<file path="src/rtl/ipi_pkg.sv">
package ipi_pkg;

  typedef enum logic [1:0] {
    SH_NONE   = 2'b00,
    SH_SELF   = 2'b01,
    SH_ALL    = 2'b10,
    SH_OTHERS = 2'b11
  } shorthand_e;

  localparam logic [3:0] MODEL_FLAT    = 4'hF;
  localparam logic [3:0] MODEL_CLUSTER = 4'h0;
  localparam logic [2:0] DM_LOWEST     = 3'b001;
  localparam logic [7:0] DEST_BCAST    = 8'hFF;

endpackage

</file>
<file path="src/rtl/ipi_tgt_match.sv">
module ipi_tgt_match
  import ipi_pkg::*;
#(
  parameter int IDW = 8
) (
  input  logic [IDW-1:0] dest,
  input  logic [1:0]     short_code,
  input  logic           logical,
  input  logic           is_sender,
  input  logic [IDW-1:0] phys_id,
  input  logic [IDW-1:0] log_id,
  input  logic [3:0]     model,
  output logic           hit
);
  localparam int HALF = IDW / 2;

  logic flat_hit, clus_hit, dest_hit;

  always_comb begin
    flat_hit = |(log_id & dest);
    clus_hit = (log_id[IDW-1:HALF] == dest[IDW-1:HALF]) &&
               (|(log_id[HALF-1:0] & dest[HALF-1:0]));
    if (!logical)
      dest_hit = (dest == IDW'(DEST_BCAST)) || (dest == phys_id);
    else if (model == MODEL_FLAT)
      dest_hit = flat_hit;
    else if (model == MODEL_CLUSTER)
      dest_hit = clus_hit;
    else
      dest_hit = 1'b0;
  end

  always_comb begin
    unique case (shorthand_e'(short_code))
      SH_NONE:   hit = dest_hit;
      SH_SELF:   hit = is_sender;
      SH_ALL:    hit = 1'b1;
      SH_OTHERS: hit = !is_sender;
      default:   hit = 1'b0;
    endcase
  end

endmodule

</file>
<file path="src/rtl/ipi_rr_pick.sv">
module ipi_rr_pick #(
  parameter int N = 8
) (
  input  logic         clk,
  input  logic         rst,
  input  logic         step,
  input  logic [N-1:0] cand,
  input  logic [N-1:0] en,
  output logic [N-1:0] pick
);
  localparam int PW = (N > 1) ? $clog2(N) : 1;

  logic [PW-1:0] ptr_q;
  logic [PW-1:0] win_idx;
  logic          found;
  logic [N-1:0]  elig;

  assign elig = cand & en;

  always_comb begin
    found   = 1'b0;
    win_idx = ptr_q;
    for (int k = 1; k <= N; k++) begin
      if (!found && elig[(int'(ptr_q) + k) % N]) begin
        found   = 1'b1;
        win_idx = PW'((int'(ptr_q) + k) % N);
      end
    end
  end

  assign pick = found ? ({{(N-1){1'b0}}, 1'b1} << win_idx) : '0;

  always_ff @(posedge clk) begin
    if (rst)
      ptr_q <= PW'(N - 1);
    else if (step && found)
      ptr_q <= win_idx;
  end


  ptr_idle_chk: assert property (@(posedge clk) disable iff (rst)
    !step |=> $stable(ptr_q));


  ptr_miss_chk: assert property (@(posedge clk) disable iff (rst)
    (step && (cand & en) == '0) |=> $stable(ptr_q));


  pick_legal_chk: assert property (@(posedge clk) disable iff (rst)
    step |-> ($onehot0(pick) && ((pick & ~(cand & en)) == '0)));

endmodule

</file>
<file path="src/rtl/ipi_dest_router.sv">
module ipi_dest_router
  import ipi_pkg::*;
#(
  parameter int N_TGT = 8,
  parameter int IDW   = 8,
  parameter int SW    = (N_TGT > 1) ? $clog2(N_TGT) : 1
) (
  input  logic               clk,
  input  logic               rst,
  input  logic               req_valid,
  input  logic [SW-1:0]      req_sender,
  input  logic [IDW-1:0]     req_dest,
  input  logic [1:0]         req_short,
  input  logic               req_logical,
  input  logic [2:0]         req_mode,
  input  logic [N_TGT*IDW-1:0] tgt_id,
  input  logic [N_TGT*IDW-1:0] tgt_logid,
  input  logic [N_TGT*4-1:0] tgt_model,
  input  logic [N_TGT-1:0]   tgt_enabled,
  output logic               out_valid,
  output logic [N_TGT-1:0]   out_mask
);

  logic [N_TGT-1:0] cand;
  logic [N_TGT-1:0] pick;
  logic             is_lowest;

  assign is_lowest = (req_mode == DM_LOWEST);

  for (genvar g = 0; g < N_TGT; g++) begin : g_tgt
    ipi_tgt_match #(.IDW(IDW)) u_match (
      .dest       (req_dest),
      .short_code (req_short),
      .logical    (req_logical),
      .is_sender  (req_sender == SW'(g)),
      .phys_id    (tgt_id[g*IDW +: IDW]),
      .log_id     (tgt_logid[g*IDW +: IDW]),
      .model      (tgt_model[g*4 +: 4]),
      .hit        (cand[g])
    );
  end

  ipi_rr_pick #(.N(N_TGT)) u_rr (
    .clk  (clk),
    .rst  (rst),
    .step (req_valid && is_lowest),
    .cand (cand),
    .en   (tgt_enabled),
    .pick (pick)
  );

  always_ff @(posedge clk) begin
    if (rst) begin
      out_valid <= 1'b0;
      out_mask  <= '0;
    end else begin
      out_valid <= req_valid;
      if (req_valid)
        out_mask <= is_lowest ? pick : cand;
    end
  end


  out_valid_chk: assert property (@(posedge clk) disable iff (rst)
    req_valid |=> out_valid);


  out_idle_chk: assert property (@(posedge clk) disable iff (rst)
    !req_valid |=> !out_valid);


  all_incl_chk: assert property (@(posedge clk) disable iff (rst)
    (req_valid && req_short == SH_ALL && req_mode != DM_LOWEST) |=> (&out_mask));


  excl_sender_chk: assert property (@(posedge clk) disable iff (rst)
    (req_valid && req_short == SH_OTHERS) |=> !out_mask[$past(req_sender)]);


  self_only_chk: assert property (@(posedge clk) disable iff (rst)
    (req_valid && req_short == SH_SELF && req_mode != DM_LOWEST)
      |=> (out_mask == ({{(N_TGT-1){1'b0}}, 1'b1} << $past(req_sender))));


  lowest_onehot_chk: assert property (@(posedge clk) disable iff (rst)
    (req_valid && req_mode == DM_LOWEST) |=> $onehot0(out_mask));

endmodule

</file>
<file path="config.mk">
export PLATFORM = sky130hd
export DESIGN_NAME = ipi_dest_router
export DESIGN_NICKNAME = d
export VERILOG_FILES = /design/src/rtl/ipi_pkg.sv /design/src/rtl/ipi_tgt_match.sv /design/src/rtl/ipi_rr_pick.sv /design/src/rtl/ipi_dest_router.sv
export SDC_FILE = /design/constraint.sdc
export NUM_CORES = 1
export LEC_CHECK = 0
export CORE_MARGIN = 2
export CORE_UTILIZATION = 45
export DETAILED_ROUTE_END_ITERATION = 10
export PLACE_DENSITY = 0.95
export SETUP_SLACK_MARGIN = 0.2
export SLEW_MARGIN = 10
export SYNTH_ARGS = -nofsm -noshare
export SYNTH_HDL_FRONTEND = slang
export SYNTH_SLANG_ARGS = --single-unit
</file>
<file path="constraint.sdc">
create_clock -name clk -period 12.7 [get_ports clk]
set_input_delay 3.175 -clock clk [delete_from_list [all_inputs] [get_ports clk]]
set_output_delay 3.175 -clock clk [all_outputs]
set_load 0.1 [all_outputs]
</file>
==> key figures <==
STA
  • Setup TNS: 0 ps
  • Fmax: between 100 and 150 MHz
  • Number of setup violations in the final report: 0
  • Final hold violation count: 0
  • Worst Clk Skew: 1.18 ps
  • RSZ-0062 raised after global routing: false
  • Crit path time final: 8230 ps
  • Slew Limit Fails: 0
  • Setup WS post-layout: about 4500 ps
  • Hold WS: 493 ps
  • Worst slew pin tran: 1000 ps
  • Final period util: approximately 65%
  • Slew headroom: 33.0%

Yosys
  • Post-Syn Nets: slightly below 700
  • Mean Syn Cell Area: a little over 8 sq um
  • Commonest cells post-synth: xnor2_1, nand4_1, ha_1
  • Synth top area cells: xnor2_1, ha_1, mux4_2
  • Register area share after synthesis: 6.35%
  • Post-synth EDFFs: 0
  • Cells after synthesis: 461
  • Flops & latches, synth: 12
  • Cell variety after synth: 72
  • Yosys top cell by area: xnor2_1
  • Asr flop ratio synth: 0%
  • Synth Warn #: 0
  • Most common cell in the netlist: xnor2_1
  • Mapped Area: 3780 sq um
  • Post-synth top area share: 15.5%
  • Synth Flop Type: dfxtp_1

Setup path
  • Reg2Reg Depth: 11
  • Critical Path Source Type: input port
  • Worst path cell trace: clkdlybuf4s50_1 > ha_1 > or4_1 > o211ai_1 > o2111a_1 > nand3_1 > mux4_2 > mux2i_1 > nor3_1 > a311o_2 > xnor2_2 > or4b_1 > a311oi_2
  • CP endpoint kind: flop
  • Crit Path Class: input port to flop
  • Worst Path Arrival: 8390 ps
  • Critical path fanouts, max: 17
  • Worst Path Required: 12860 ps
  • R2R Path End: out_mask[0]
  • Critical-path top delay cell: clkdlybuf4s50_1
  • Critical R2R Launch: u_rr.ptr_q[1]
  • R2R setup slack: 7830 ps
  • Biggest cell delay along the critical path: 1100 ps

Clock tree
  • Post-CTS Resized: 0
  • Clock Path Buffers: 2
  • Clk slew on worst S/H paths: roughly 60 ps
  • TritonCTS clock tree: yes
  • Num CTS Buffers: 3
  • CTS Sinks: 12
  • Post-CTS Setup Bufs: 0
  • Clk_lat worst skew: 250 ps
  • H-tree depth: 1
  • Post-CTS Hold Fix Bufs: 0
  • Clk root buf: clkbuf_8

Status
  • Outcome: finished clean

GRT
  • Antenna violations before repair: 0
  • Vias in the first global route: 4751
  • Gr usage total: 35.3%
  • First-pass GRT wire length: 24600 um
  • Largest net degree at the start of global routing: 25
  • GR Overflow Total: 0

Finish
  • Cell Count, Final, Fillers Out: 740
  • Synthesis-to-finish area growth: 53.1%
  • Final Cell Area: 5790 sq um
  • Share of layout cells above drive strength 1: 5.83%
  • Fin nets: 858
  • Fillcell total: 613
  • Inserted Diodes: 0
  • Final core utilization: 70.8%

Detailed routing
  • 1st-iter DRT viols: 431
  • Post-route DRC: 0
  • Via/cell ratio: 6.61
  • Final ANT Viol Nets: 0
  • WL/cell: 22.1 um
  • Pre-antenna DRT Iters: 5
  • Drt total wl: 16300 um
  • Via count: ~4.9k

Floorplanning
  • Core area: 8180 sq um
  • Initial core utilization: between 40% and 50%
  • Rows: 33
  • Die H: 95.7 um
  • I/O Pins: 197
  • Die Wd: roughly 96 um
  • Die area: 9150 sq um

Placed design
  • Gpl congestion: 0.987
  • Dpl cells: 736
  • DP Wirelength: 13600 um
  • Post-Place Worst Slack: 4290 ps
  • Placed cell areas: 5730 sq um
  • Port bufs: 196

Run
  • MaxCap Viol Count: 0

Power
  • Design Power: between 0.3 and 0.4 mW
  • Pleak: just under 2 nW
  • PwrDens: 55.8 nW/um^2
  • Max VDD drop: 0.0352 mV

Worst hold path
  • Hold Crit Start: out_mask[7]
  • Hold crit path type: flop to flop
  • Hold Path End: out_mask[7]
  • Hold depth: 2
==> kinds of logic after synthesis <==
logic type	Yosys count	share of synthesized area [%]
DFF	12	6.35
buffers and inverters	34	4.60
AOI/OAI and AO/OA	108	22.3
xor gates and xnor gates	70	16.4
and+or+nand+nor	181	28.6
muxes	22	10.5
adders and majority gates	34	11.3
==> critical path: cells and delay by family <==
| kind | cells | cell delay, ps |
|---|---|---|
| multiplexers | 2 | 800 |
| AND/OR/NAND/NOR | 4 | 1500 |
| adder cells (fa/ha/maj) | 1 | 370 |
| AO/OA/AOI/OAI | 4 | 1240 |
| buffers and inverters | 1 | 1100 |
| XOR/XNOR | 1 | 190 |
==> per-layer routing <==
layer	up-vias	track usage, %	share of wire [%]
li1	2215	-	-
met1	2270	44.0	37
met2	342	58.0	47
met3	65	8.06	11
met4	0	15.7	4.8
met5	-	0	0
==> power breakdown <==
| group | total [mW] | switching, mW | internal (mW) |
|---|---|---|---|
| clock | 0.0434 | 0.0159 | 0.0275 |
| combinational | 0.237 | 0.121 | 0.116 |
| sequential | 0.0429 | 0.00244 | 0.0405 |
| total | 0.323 | 0.139 | 0.184 |
==> worst max-delay path by stage <==
stage                        endpoint  cells past startpoint   startpoint  slack (ps)
final                     out_mask[0]                     13  req_dest[5]        4470
after global routing      out_mask[0]                     13  req_dest[4]        4270
after detailed placement  out_mask[0]                     13  req_dest[5]        4290
after global placement    out_mask[0]                     13  req_dest[4]        4480
after CTS                 out_mask[0]                     13  req_dest[5]        4540
after floorplan           out_mask[0]                     12  req_dest[5]        5870
==> placed cells by master, fill, tap and decap left out, types with 4 or more instances in the layout <==
cell             netlist  layout
inv_1                  5       5
a21oi_1                6       6
nand3b_1               4       4
clkdlybuf4s50_1        0     196
nor2b_1                4       4
o2111a_1               4       4
o2111ai_1              7       7
mux2i_1                6       6
clkbuf_8               0       4
and3_1                 8       8
o21ai_0               10      10
o22ai_1                4       4
nand3_1               24      24
xnor2_1               67      67
and2_1                 4       4
or4_1                 17      17
nand2_1               23      23
nor3_1                 4       4
nand4_1               42      42
o21ai_1                8       8
a22oi_1               17      17
a211oi_1               4       4
dfxtp_1               12      12
a311oi_1               5       5
nor4_1                10      10
mux4_2                14      14
o211ai_1              11      11
nor2_1                19      19
ha_1                  34      34
==> cell type report <==
type | count | area, sq um | share of cell area (%)
clock buffer | 4 | 55.1 | 0.951
inverter | 7 | 26.3 | 0.454
multi-input combinational | 415 | 3370 | 58.2
sequential | 12 | 240 | 4.15
tap | 105 | 131 | 2.27
timing repair buffer | 197 | 1970 | 34.0
==> flip-flops by register name, summed over array words and instances (netlist names) <==
signal / cells
out_mask: 8
out_valid: 1
u_rr.ptr_q: 3
Power figures use the tool's default switching activity.
